==> config.mk <==
export PLATFORM = sky130hd
export DESIGN_NAME = chain_word_rx
export DESIGN_NICKNAME = d
export VERILOG_FILES = /design/src/rtl/cwr_pkg.sv /design/src/rtl/cwr_fs_edge.sv /design/src/rtl/cwr_shift.sv /design/src/rtl/cwr_frame_ctl.sv /design/src/rtl/chain_word_rx.sv
export SDC_FILE = /design/constraint.sdc
export NUM_CORES = 1
export LEC_CHECK = 0
export ABC_CLOCK_PERIOD_IN_PS = 2000
export BUFFER_PORTS_ARGS = -buffer_cell sky130_fd_sc_hd__buf_2
export CORE_MARGIN = 2
export CORE_UTILIZATION = 51
export DETAILED_ROUTE_END_ITERATION = 12
export PLACE_DENSITY = 0.77
export RECOVER_POWER = 50
export SLEW_MARGIN = 15
export SYNTH_ARGS = -nofsm -noshare
export SYNTH_HDL_FRONTEND = slang
export SYNTH_SLANG_ARGS = --single-unit
==> constraint.sdc <==
create_clock -name clk -period 2 [get_ports clk]
set_clock_uncertainty 0.1 [all_clocks]
set_input_delay 0.2 -clock clk [delete_from_list [all_inputs] [get_ports clk]]
set_output_delay 0.2 -clock clk [all_outputs]
set_load 0.05 [all_outputs]
==> src/rtl/cwr_pkg.sv <==
package cwr_pkg;

  // Receiver phase: waiting for a frame-sync fall, or cutting words.
  typedef enum logic {
    ST_IDLE = 1'b0,
    ST_RUN  = 1'b1
  } rx_state_e;

  // Bits needed to hold values 0..n-1 (at least one bit).
  function automatic int unsigned width_of(input int unsigned n);
    return (n <= 2) ? 1 : $clog2(n);
  endfunction

endpackage

==> src/rtl/cwr_fs_edge.sv <==
// Keeps the previous frame-sync sample and flags a high-to-low change.
module cwr_fs_edge (
  input  logic clk,
  input  logic rst,
  input  logic fsync_in,
  output logic fs_fall
);

  logic fs_q;

  // Reset to low, so a line that stays low after reset never looks like a fall.
  always_ff @(posedge clk) begin
    if (rst) fs_q <= 1'b0;
    else     fs_q <= fsync_in;
  end

  assign fs_fall = fs_q & ~fsync_in;

endmodule

==> src/rtl/cwr_shift.sv <==
// MSB-first input shift register; word_next is the word including the bit at the current edge.
module cwr_shift #(
  parameter int unsigned WORD_W = 32
) (
  input  logic              clk,
  input  logic              rst,
  input  logic              shift_en,
  input  logic              bit_in,
  output logic [WORD_W-1:0] word_next
);

  logic [WORD_W-1:0] sh_q;

  always_ff @(posedge clk) begin
    if (rst)           sh_q <= '0;
    else if (shift_en) sh_q <= {sh_q[WORD_W-2:0], bit_in};
  end

  assign word_next = {sh_q[WORD_W-2:0], bit_in};

endmodule

==> src/rtl/cwr_frame_ctl.sv <==
// Frame state: counts bits within a word, tracks the chain index and checks frame sync.
module cwr_frame_ctl
  import cwr_pkg::*;
#(
  parameter int unsigned WORD_W  = 32,
  parameter int unsigned MAX_DEV = 8,
  parameter int unsigned IDX_W   = 3,
  parameter int unsigned CNT_W   = 4
) (
  input  logic             clk,
  input  logic             rst,
  input  logic             fsync_in,
  input  logic             fs_fall,
  input  logic [CNT_W-1:0] dev_count,
  output logic             shift_en,
  output logic             word_done,
  output logic             err_evt,
  output logic [IDX_W-1:0] cur_dev
);

  localparam int unsigned     BC_W     = width_of(WORD_W);
  localparam logic [BC_W-1:0] LAST_BIT = BC_W'(WORD_W - 1);

  rx_state_e        st_q, st_d;
  logic [BC_W-1:0]  bit_q, bit_d;
  logic [IDX_W-1:0] dev_q, dev_d;
  logic [IDX_W-1:0] lim_q, lim_d;

  // Index of the last converter for the requested count, clamped to 1..MAX_DEV.
  function automatic logic [IDX_W-1:0] last_index(input logic [CNT_W-1:0] n);
    if (n == '0)               return '0;
    if (n > CNT_W'(MAX_DEV))   return IDX_W'(MAX_DEV - 1);
    return IDX_W'(n - 1'b1);
  endfunction

  always_comb begin
    st_d      = st_q;
    bit_d     = bit_q;
    dev_d     = dev_q;
    lim_d     = lim_q;
    word_done = 1'b0;
    err_evt   = 1'b0;
    unique case (st_q)
      ST_IDLE: begin
        if (fs_fall) begin
          st_d  = ST_RUN;
          bit_d = BC_W'(1);
          dev_d = '0;
          lim_d = last_index(dev_count);
        end
      end
      ST_RUN: begin
        if (dev_q == '0 && fsync_in) begin
          // Sync released before word 0 finished.
          err_evt = 1'b1;
          st_d    = ST_IDLE;
        end else if (dev_q != '0 && !fsync_in) begin
          // Sync low during a later word: restart on a true fall, else give up.
          err_evt = 1'b1;
          if (fs_fall) begin
            bit_d = BC_W'(1);
            dev_d = '0;
            lim_d = last_index(dev_count);
          end else begin
            st_d = ST_IDLE;
          end
        end else if (bit_q == LAST_BIT) begin
          word_done = 1'b1;
          bit_d     = '0;
          if (dev_q == lim_q) st_d  = ST_IDLE;
          else                dev_d = dev_q + 1'b1;
        end else begin
          bit_d = bit_q + 1'b1;
        end
      end
      default: st_d = ST_IDLE;
    endcase
  end

  always_ff @(posedge clk) begin
    if (rst) begin
      st_q  <= ST_IDLE;
      bit_q <= '0;
      dev_q <= '0;
      lim_q <= '0;
    end else begin
      st_q  <= st_d;
      bit_q <= bit_d;
      dev_q <= dev_d;
      lim_q <= lim_d;
    end
  end

  assign shift_en = fs_fall || (st_q == ST_RUN);
  assign cur_dev  = dev_q;

endmodule

==> src/rtl/chain_word_rx.sv <==
// Host-side receiver for a chain of serial converters sharing one data line.
module chain_word_rx #(
  parameter  int unsigned WORD_W   = 32,
  parameter  int unsigned DEC_RATE = 256,
  localparam int unsigned MAX_DEV  = DEC_RATE / WORD_W,
  localparam int unsigned IDX_W    = cwr_pkg::width_of(MAX_DEV),
  localparam int unsigned CNT_W    = cwr_pkg::width_of(MAX_DEV + 1)
) (
  input  logic              clk,
  input  logic              rst,
  input  logic              sdo_in,
  input  logic              fsync_in,
  input  logic [CNT_W-1:0]  dev_count,
  output logic [WORD_W-1:0] word_data,
  output logic [IDX_W-1:0]  word_dev,
  output logic              word_valid,
  output logic              frame_err
);

  logic              fs_fall;
  logic              shift_en;
  logic              word_done;
  logic              err_evt;
  logic [IDX_W-1:0]  cur_dev;
  logic [WORD_W-1:0] word_next;

  cwr_fs_edge u_edge (
    .clk      (clk),
    .rst      (rst),
    .fsync_in (fsync_in),
    .fs_fall  (fs_fall)
  );

  cwr_shift #(.WORD_W(WORD_W)) u_shift (
    .clk       (clk),
    .rst       (rst),
    .shift_en  (shift_en),
    .bit_in    (sdo_in),
    .word_next (word_next)
  );

  cwr_frame_ctl #(
    .WORD_W  (WORD_W),
    .MAX_DEV (MAX_DEV),
    .IDX_W   (IDX_W),
    .CNT_W   (CNT_W)
  ) u_ctl (
    .clk       (clk),
    .rst       (rst),
    .fsync_in  (fsync_in),
    .fs_fall   (fs_fall),
    .dev_count (dev_count),
    .shift_en  (shift_en),
    .word_done (word_done),
    .err_evt   (err_evt),
    .cur_dev   (cur_dev)
  );

  // Registered outputs: data and index load only when a word completes.
  always_ff @(posedge clk) begin
    if (rst) begin
      word_valid <= 1'b0;
      frame_err  <= 1'b0;
      word_data  <= '0;
      word_dev   <= '0;
    end else begin
      word_valid <= word_done;
      frame_err  <= err_evt;
      if (word_done) begin
        word_data <= word_next;
        word_dev  <= cur_dev;
      end
    end
  end

endmodule

==> flow_summary.json, run 1 <==
{
  "fin_area_um2": 3780,
  "via_per_inst": 5.19,
  "synth_xor_xnor_area_share_pct": 0.830,
  "muxShareOfSynthArea_pct": 0.633,
  "wirelength_um": 6740,
  "internal_power_uw": 2530,
  "timing.slew.headroom_pct": 28.2,
  "grt_pass1_vias": 2391,
  "grt_pass1_wl_um": 10400,
  "synth_top_family_by_area": "simple AND/OR/NAND/NOR gates",
  "drv_cap": 0,
  "start_kind": "flop",
  "grtUsageTotal_pct": 20.2,
  "synthCells": 393,
  "crit_fanout": 4,
  "grt_max_degree": 35,
  "synth_ff_type": "dfxtp_1",
  "async_reset_ff_share_pct": 0,
  "synth_edf_count": 0,
  "syn_nets": 410,
  "synth.most_common_cell": "nand2_1",
  "status": "completed",
  "drive_gt1_share_pct": 12.4,
  "regToRegSetupSlack_ps": 70,
  "hold_viol": 0,
  "crit_path_end_kind": "flop",
  "clkPwrFrac_pct": 45.2,
  "die_width_um": 82.8,
  "area_delta_synth_final_pct": 19.6,
  "ir_worst_vdd_uv": 461,
  "clockBufferDepth": 2,
  "leakagePower_uw": 0.00133,
  "place_area_um2": 3490,
  "synth-compound-area-share_pct": 15.7,
  "worstPathArrival_ps": 2090,
  "yosys-top-cells-count": "nand2_1 (136), dfxtp_1 (81), a21oi_1 (73), clkbuf_1 (17), nor2_1 (11)",
  "diodes": 0,
  "cts_tree": "built",
  "min_period_ps": 1930,
  "slew_violations": 0,
  "worstSkewPairLatency_ps": 350,
  "post-place-ws_ps": 22.9,
  "synth_simple_gate_area_share_pct": 22.9,
  "worst_slack_ps": 72.0,
  "drt_iter0_markers": 114,
  "clockRootBuffer": "clkbuf_8",
  "grt.overflow.total": 0,
  "required_ps": 2160,
  "synth_top_cell_by_area": "dfxtp_1",
  "synthAdderAreaFrac_pct": 3.88,
  "die_area_um2": 6850,
  "routed-via-count": 2701,
  "min_period_over_period_pct": 96.4,
  "syn_area_per_cell_um2": 8.05,
  "hold_path_class": "primary input to flop",
  "yosysSeqAreaShare_pct": 51.2,
  "gp_congestion": 0.833,
  "n_fill_cell": 550,
  "total_power_uw": 3230,
  "instances_no_fill": 520,
  "ys_types": 37,
  "critical_path_class": "flop to flop",
  "dr.pass1.iters": 4,
  "num_rows": 28,
  "start_util_pct": 53.1,
  "port-buffer-count": 44,
  "routedWlPerCell_um": 13.0,
  "cts_sinks": 81,
  "synth_area_um2": 3160,
  "clk_pin_slew_ps": 80,
  "power.switching_uw": 696,
  "fin_util_pct": 63.5,
  "num_io_pins": 45,
  "htreeDepth": 3,
  "power_density_nw_per_um2": 853,
  "fmax_mhz": 519,
  "hpwl_um": 4110,
  "combPwrFrac_pct": 4.3,
  "placedCellCount": 501,
  "swShare_pct": 21.6,
  "sequentialPowerShare_pct": 50.5,
  "cts_buffers": 9,
  "yosys_warnings": 0,
  "drc": 0,
  "nets": 457,
  "fp.coreArea_um2": 5960,
  "synth_area_leaders": "dfxtp_1 (51%), nand2_1 (16%), a21oi_1 (12%)",
  "setup_violations": 0,
  "tightest_slew_ps": 1080,
  "synth-seq-cells": 81,
  "antenna_found_initial": 0,
  "fp.dieH_um": 82.8,
  "yosysTopAreaCellShare_pct": 51.2,
  "drtAntennaViolNets": 0
}
[path summary, 6_finish.rpt]
| path | start | endpoint | cells past startpoint |
|---|---|---|---|
| hold reg to reg | word_data[6] | word_data[6] | 2 |
| hold / removal | dev_count[2] | u_ctl.lim_q[2] | 3 |
| setup / recovery | u_ctl.cur_dev[1] | u_ctl.cur_dev[0] | 9 |
| setup reg to reg | u_ctl.cur_dev[1] | u_ctl.cur_dev[0] | 9 |
[metrics by stage]
step                      setup TNS [ps]  hold slack [ps]
after global placement                 0              340
after global routing               -17.7             52.8
after floorplan                        0              236
after CTS                              0             33.0
after detailed placement               0              344
final                                  0             46.1
[flip-flops by register name (all words and copies together) (netlist names), 3 cells and up]
| name | flops |
|---|---|
| word_dev | 3 |
| u_ctl.bit_q | 5 |
| u_shift.sh_q | 31 |
| word_data | 32 |
| u_ctl.cur_dev | 3 |
| u_ctl.lim_q | 3 |
[repair_timing]
action / in CTS / in global routing
setup buffers: 0 / 0
endpoints found under the setup margin: 0 / 40
resized for setup: 0 / 10
hold endpoints to repair: 2 / 0
hold buffers: 1 / 0
[cell usage in the layout, fill, tap and decap left out, drive strengths merged, types with 2 or more instances in the layout]
cell type / Yosys / final
nand2: 136 / 136
dfxtp: 81 / 81
a21oi: 74 / 74
clkbuf: 17 / 51
buf: 8 / 19
nor2: 11 / 11
inv: 8 / 9
ha: 9 / 9
nand2b: 7 / 7
nor3: 5 / 5
o21ai: 4 / 4
xor2: 3 / 3
a211oi: 3 / 3
bufinv: 0 / 3
and3: 3 / 3
nor2b: 3 / 3
nand3: 3 / 3
a311oi: 2 / 2
and2: 2 / 2
mux2i: 2 / 2
clkinvlp: 0 / 2
[per-layer routing]
metal  track usage, %  up-vias  wire length, um
met4             11.5        0               90
li1                 -     1384                -
met1             24.2     1240             3050
met2             34.1       71             3320
met5                0        -                0
met3             3.25        6              279
[kinds of logic (layout without fill, tap and decap cells)]
family          Yosys count  in the layout
simple gates            174            174
buf+inv                  33             85
mux                       2              2
xor+xnor                  3              3
flops                    81             81
compound gates           90             90
fa+ha+maj                10             10
[critical path, stage by stage, from the launching register on]
cell,delay (ps)
dfxtp_2,340
inv_1,50
ha_1,180
nand2_2,90
inv_1,40
ha_1,210
o21ba_2,260
o41ai_2,90
or3_1,310
a31oi_1,170
[area by class of cell]
type | instances | area, um2 | area share (%)
sequential | 81 | 1620 | 42.9
multi-input combinational | 279 | 1420 | 37.6
timing repair buffer | 61 | 360 | 9.52
clock buffer | 10 | 138 | 3.64
clock inverter | 6 | 114 | 3.01
tap | 75 | 93.8 | 2.48
inverter | 8 | 30.0 | 0.794
[power groups by stage]
stage	Combinational, uW	Clock [uW]	Sequential (uW)
floorplan	102	0	1660
finish	138	1460	1630
detailed placement	137	0	1670
CTS	139	1490	1630
global placement	135	0	1670
global route	154	1540	1630
Note: power is estimated with default switching activity, not from simulation.
==> inputs of run 2 (changes only) <==
--- a/config.mk
+++ b/config.mk
@@ -5,7 +5,7 @@
 export SDC_FILE = /design/constraint.sdc
 export NUM_CORES = 1
 export LEC_CHECK = 0
-export ABC_CLOCK_PERIOD_IN_PS = 2000
+export ABC_CLOCK_PERIOD_IN_PS = 1690
 export BUFFER_PORTS_ARGS = -buffer_cell sky130_fd_sc_hd__buf_2
 export CORE_MARGIN = 2
 export CORE_UTILIZATION = 51
==> constraint.sdc (replaced) <==
create_clock -name clk -period 1.69 [get_ports clk]
set_clock_uncertainty 0.1 [all_clocks]
set_input_delay 0.169 -clock clk [delete_from_list [all_inputs] [get_ports clk]]
set_output_delay 0.169 -clock clk [all_outputs]
set_load 0.05 [all_outputs]
==> run 2 against run 1 <==
Effect of this change: the run now ends with negative setup slack left; highest routed layer unchanged; largest power group unchanged; global-route usage grew 3.1 points; register-to-register slack lost 220 ps; count of clock-buffer cells in the layout is the same; utilization grew 12 points; critical path type unchanged; die area is the same; setup slack lost 220 ps.
==> flow_summary.json, run 2 (synthesized netlist as in run 1, its figures left out) <==
{
  "fp.coreArea_um2": 5960,
  "worstPathArrival_ps": 1980,
  "top_regs": "word_data (32), u_shift.sh_q (31), u_ctl.bit_q (5)",
  "fp.dieH_um": 82.8,
  "hold_viol": 0,
  "grt.overflow.total": 0,
  "cts_buffers": 9,
  "drc": 0,
  "ir_worst_vdd_uv": 690,
  "grtUsageTotal_pct": 23.2,
  "dr.pass1.iters": 4,
  "largest_register": "word_data",
  "grt_max_degree": 44,
  "wirelength_um": 8210,
  "required_ps": 1830,
  "clockRootBuffer": "clkbuf_8",
  "min_period_over_period_pct": 109,
  "port-buffer-count": 44,
  "area_delta_synth_final_pct": 42.1,
  "clk_pin_slew_ps": 90,
  "critical_path_class": "flop to flop",
  "diodes": 0,
  "routed-via-count": 2917,
  "nets": 484,
  "start_kind": "flop",
  "crit_path_end_kind": "flop",
  "min_period_ps": 1840,
  "final_common_cell": "nand2_1",
  "tightest_slew_ps": 702,
  "hold_path_class": "primary input to flop",
  "cts_tree": "built",
  "post-place-ws_ps": -156,
  "final_cell_mix": "nand2_1 (99), dfxtp_1 (77), a21oi_1 (56), clkbuf_1 (34), nand2_2 (24)",
  "n_fill_cell": 405,
  "htreeDepth": 3,
  "slew_violations": 0,
  "violations": "negative setup slack",
  "setup_violations": 44,
  "drtAntennaViolNets": 0,
  "worstSkewPairLatency_ps": 360,
  "largest_register_ff_count": 32,
  "num_rows": 28,
  "die_area_um2": 6850,
  "die_width_um": 82.8,
  "drive_gt1_share_pct": 32.4,
  "num_io_pins": 45,
  "gp_congestion": 0.944,
  "fin_hold_ws_ps": 65.8,
  "power_density_nw_per_um2": 824,
  "start_util_pct": 53.1,
  "drv_cap": 0,
  "grt_setup_unrepaired": "yes",
  "fmax_mhz": 543,
  "crit_fanout": 5,
  "hpwl_um": 4410,
  "drt_iter0_markers": 142,
  "clockBufferDepth": 2,
  "cts_sinks": 81,
  "timing.slew.headroom_pct": 53.1,
  "grt_pass1_wl_um": 11800,
  "grt_pass1_vias": 2584,
  "leakagePower_uw": 0.00165,
  "antenna_found_initial": 0,
  "via_per_inst": 5.33,
  "status": "finished with violations",
  "routedWlPerCell_um": 15.0,
  "worst_slack_ps": -151
}
[run 2: final timing paths]
path                    start  slack [ps]             to  depth (start not counted)
max reg2reg  u_ctl.cur_dev[0]        -150  word_data[22]                         12
min                  fsync_in          70    u_edge.fs_q                          3
min reg2reg     word_data[24]         360  word_data[24]                          2
max          u_ctl.cur_dev[0]        -150  word_data[22]                         12
[run 2: where the power goes]
part | switching (uW) | internal [uW]
Sequential | 10.3 | 1920
Clock | 717 | 838
Combinational | 138 | 83.3
[run 2: routing by layer]
metal / part of all wire [%] / routed length (um) / up-vias / global-route usage [%]
met5: 0 / 0 / - / 0
met4: 2.9 / 235 / 0 / 13.9
met3: 4.1 / 337 / 21 / 5.41
met2: 52 / 4230 / 77 / 39.0
met1: 41 / 3400 / 1379 / 26.9
li1: - / - / 1440 / -
[run 2: area by class of cell]
type	count	area, um2	area share, %
Multi-Input combinational cell	279	1780	39.6
Sequential cell	81	1630	36.2
Timing Repair Buffer	88	743	16.5
Clock buffer	10	128	2.84
Inverter	8	30.0	0.668
Tap cell	75	93.8	2.09
Clock inverter	6	90.1	2.00
[run 2: what timing repair did]
action	in CTS	in global routing
pin swaps	18	11
setup buffers	9	3
hold buffers	3	0
gates resized for setup	52	48
endpoints found under the hold margin	3	0
endpoints found under the setup margin	76	48
cloned	4	3
[run 2: through the flow]
| stage | TNS [ps] | std cells | util, % | instance area (um2) | power [uW] |
|---|---|---|---|---|---|
| after floorplan | -1240 | 393 | - | 3270 | 2090 |
| after global placement | -1380 | 511 | 61.6 | 3670 | 2150 |
| after detailed placement | -4820 | 511 | 61.6 | 3670 | 2150 |
| after CTS | -2600 | 543 | 72.2 | 4300 | 3710 |
| after global routing | -7080 | 547 | 75.5 | 4500 | 3830 |
| final | -4030 | 547 | 75.5 | 4500 | 3700 |
[run 2: critical path, cell delays in order (launching register included)]
cell     delay [ps]
dfxtp_4         360
inv_2            40
ha_4            150
nand2_4          60
inv_2            50
ha_4            180
nor2_4          110
buf_6           110
nand3_4         110
buf_12          180
buf_16          130
nand2_2          70
a21oi_1          70
==> inputs of run 3 (changes only) <==
--- a/config.mk
+++ b/config.mk
@@ -15,4 +15,5 @@
 export SLEW_MARGIN = 15
 export SYNTH_ARGS = -nofsm -noshare
 export SYNTH_HDL_FRONTEND = slang
+export SYNTH_HIERARCHICAL = 1
 export SYNTH_SLANG_ARGS = --single-unit
==> run 3 against run 2 <==
Effect of this change: highest routed layer unchanged; routed wire length decreased by 19%; utilization decreased by 11 points; critical endpoint is now u_ctl/bit_q[3]; the flow still finishes with violations (negative setup slack); cell count decreased by 16%; area after synthesis increased by 2.4%; worst hold slack got worse by 28 ps; critical path depth decreased by 6; power decreased by 7.2%; via count decreased by 18%.
==> flow_summary.json, run 3 <==
{
  "status": "finished with violations",
  "violations": "negative setup slack",
  "hold_viol": 0,
  "largest_register_ff_count": 32,
  "multi_input_area_um2": 1600,
  "grt_pass1_vias": 2266,
  "diodes": 0,
  "tightest_slew_ps": 609,
  "crit_buf_inv": 0,
  "htreeDepth": 3,
  "yosysTopAreaCellShare_pct": 50.0,
  "timing.slew.headroom_pct": 59.6,
  "hpwl_um": 3910,
  "die_area_um2": 7010,
  "fin_hold_ws_ps": 37.4,
  "clockRootBuffer": "clkbuf_8",
  "nets": 395,
  "combPwrFrac_pct": 6.7,
  "start_util_pct": 51.9,
  "yosys-top-cells-count": "dfxtp_1 (81), nor2_1 (76), mux2i_1 (67), inv_1 (9)",
  "wirelength_um": 6660,
  "antenna_found_initial": 0,
  "cts_tree": "built",
  "power_density_nw_per_um2": 849,
  "routed-via-count": 2406,
  "drtAntennaViolNets": 0,
  "grt_pass1_wl_um": 10000,
  "yosys_warnings": 6,
  "instances_no_fill": 462,
  "cp_common_cell": "ha_4",
  "synthCells": 310,
  "final_common_cell": "dfxtp_1",
  "worstSkewPairLatency_ps": 350,
  "syn_nets": 325,
  "n_fill_cell": 496,
  "crit_path_end_kind": "flop",
  "grt_max_degree": 57,
  "leakagePower_uw": 0.00150,
  "grtUsageTotal_pct": 17.5,
  "synth-seq-cells": 81,
  "synth_area_leaders": "dfxtp_1 (50%), mux2i_1 (21%), nor2_1 (8.8%)",
  "required_ps": 1880,
  "gp_congestion": 0.821,
  "min_period_over_period_pct": 115,
  "fp.dieH_um": 83.7,
  "slowest_stage": "or4_4",
  "drt_iter0_markers": 91,
  "placedCellCount": 436,
  "grt.overflow.total": 0,
  "final_cell_mix": "dfxtp_1 (77), nor2_1 (75), mux2i_1 (66), clkbuf_1 (34), buf_4 (19)",
  "total_power_uw": 3430,
  "worst_slack_ps": -256,
  "port-buffer-count": 44,
  "critical_path_class": "flop to flop",
  "start_kind": "flop",
  "drive_gt1_share_pct": 24.7,
  "synth.most_common_cell": "dfxtp_1",
  "area_delta_synth_final_pct": 24.9,
  "async_reset_ff_share_pct": 0,
  "synth_edf_count": 0,
  "ir_worst_vdd_uv": 657,
  "ys_types": 35,
  "power.switching_uw": 869,
  "dr.pass1.iters": 4,
  "crit_fanout": 5,
  "num_io_pins": 45,
  "yosysSeqAreaShare_pct": 50.0,
  "syn_area_per_cell_um2": 10.5,
  "grt_setup_unrepaired": "yes",
  "slew_violations": 0,
  "worstPathArrival_ps": 2130,
  "top_regs": "word_data (32), u_shift/sh_q (31), u_ctl/bit_q (5)",
  "fmax_mhz": 514,
  "fin_area_um2": 4050,
  "drv_cap": 0,
  "synth_ff_type": "dfxtp_1",
  "setup_violations": 45,
  "seqCellArea_um2": 1630,
  "num_rows": 29,
  "cpPeakStageDelay_ps": 430,
  "crit_chain": "ha_4 > and3_4 > ha_4 > or3b_4 > or4_4 > a21oi_2",
  "drc": 0,
  "hold_path_class": "primary input to flop",
  "sequentialPowerShare_pct": 56.1,
  "fp.coreArea_um2": 6240,
  "setup_tns_ps": -8700,
  "clk_pin_slew_ps": 80,
  "min_period_ps": 1950,
  "clockBufferDepth": 2,
  "largest_register": "word_data",
  "place_area_um2": 3660,
  "cts_sinks": 81,
  "die_width_um": 83.7,
  "cts_buffers": 9,
  "via_per_inst": 5.21,
  "routedWlPerCell_um": 14.4,
  "worst_path_dominant_cell_family": "simple AND/OR/NAND/NOR gates",
  "synth_top_cell_by_area": "dfxtp_1",
  "swShare_pct": 25.3,
  "synth_area_um2": 3240,
  "clkPwrFrac_pct": 37.2,
  "internal_power_uw": 2570
}
run 3: cell types whose count changed after synthesis, moves of 4 or more:
cell | previous run | this run
nor2_1 | 11 | 76
a21oi_1 | 73 | 7
mux2i_1 | 2 | 67
clkbuf_1 | 17 | 4
buf_12 | 0 | 6
nand2b_1 | 7 | 3
nor2b_1 | 3 | 7
nand2_1 | 136 | 4
nor3_1 | 5 | 1
run 3: final timing paths:
check,start,end,slack [ps],depth (start not counted)
max,u_ctl/bit_q[1],u_ctl/bit_q[3],-260,6
min,dev_count[2],u_ctl/lim_q[2],40,3
max reg2reg,u_ctl/bit_q[1],u_ctl/bit_q[3],-260,6
min reg2reg,word_data[4],word_data[4],400,2
run 3: per-stage QoR:
step / setup WS [ps] / util, %
global placement: -198 / 58.7
global route: -325 / 64.8
floorplan: -185 / -
CTS: -255 / 62.9
detailed placement: -295 / 58.7
finish: -256 / 64.8
run 3: metal layers:
| layer | routed length, um | vias to the layer above | global-route usage, % |
|---|---|---|---|
| met1 | 2970 | 1140 | 22.4 |
| met3 | 302 | 9 | 5.24 |
| li1 | - | 1199 | - |
| met4 | 62 | 0 | 6.30 |
| met5 | 0 | - | 0 |
| met2 | 3320 | 58 | 28.2 |
run 3: cell families (layout without fill, tap and decap cells):
family / count (synthesis) / in the layout / synth area share, %
flops: 81 / 81 / 50.0
buf+inv: 26 / 101 / 6.76
xor+xnor: 3 / 3 / 0.811
compound gates: 24 / 24 / 5.06
simple gates: 101 / 101 / 13.6
mux: 67 / 67 / 20.7
fa+ha+maj: 8 / 8 / 3.01
run 3: final cells by class:
type,count,area share [%]
Clock buffer,9,3.06
Multi-Input combinational cell,203,39.5
Timing Repair Buffer,76,12.7
Inverter,9,0.835
Sequential cell,81,40.2
Clock inverter,7,1.33
Tap cell,77,2.38
run 3: tightest hold or removal path: stages:
cell and delay (ps):
buf_2 110, nand2b_1 70, a311oi_2 90
run 3: repair_timing:
| item | in CTS | in global routing |
|---|---|---|
| endpoints found under the hold margin | 1 | 0 |
| buffers inserted | 2 | 6 |
| hold buffers | 1 | 0 |
| gates resized for setup | 12 | 19 |
| pin swaps | 5 | 9 |
| cloned | 0 | 3 |
| setup endpoints to repair | 47 | 79 |
run 3: power groups by stage:
stage | sequential, uW | combinational, uW | clock (uW)
6_report | 1930 | 228 | 1280
5_1_grt | 1930 | 248 | 1380
4_1_cts | 1930 | 210 | 1300
3_5_place_dp | 1970 | 195 | 0
3_3_place_gp | 1970 | 190 | 0
2_1_floorplan | 1970 | 150 | 0
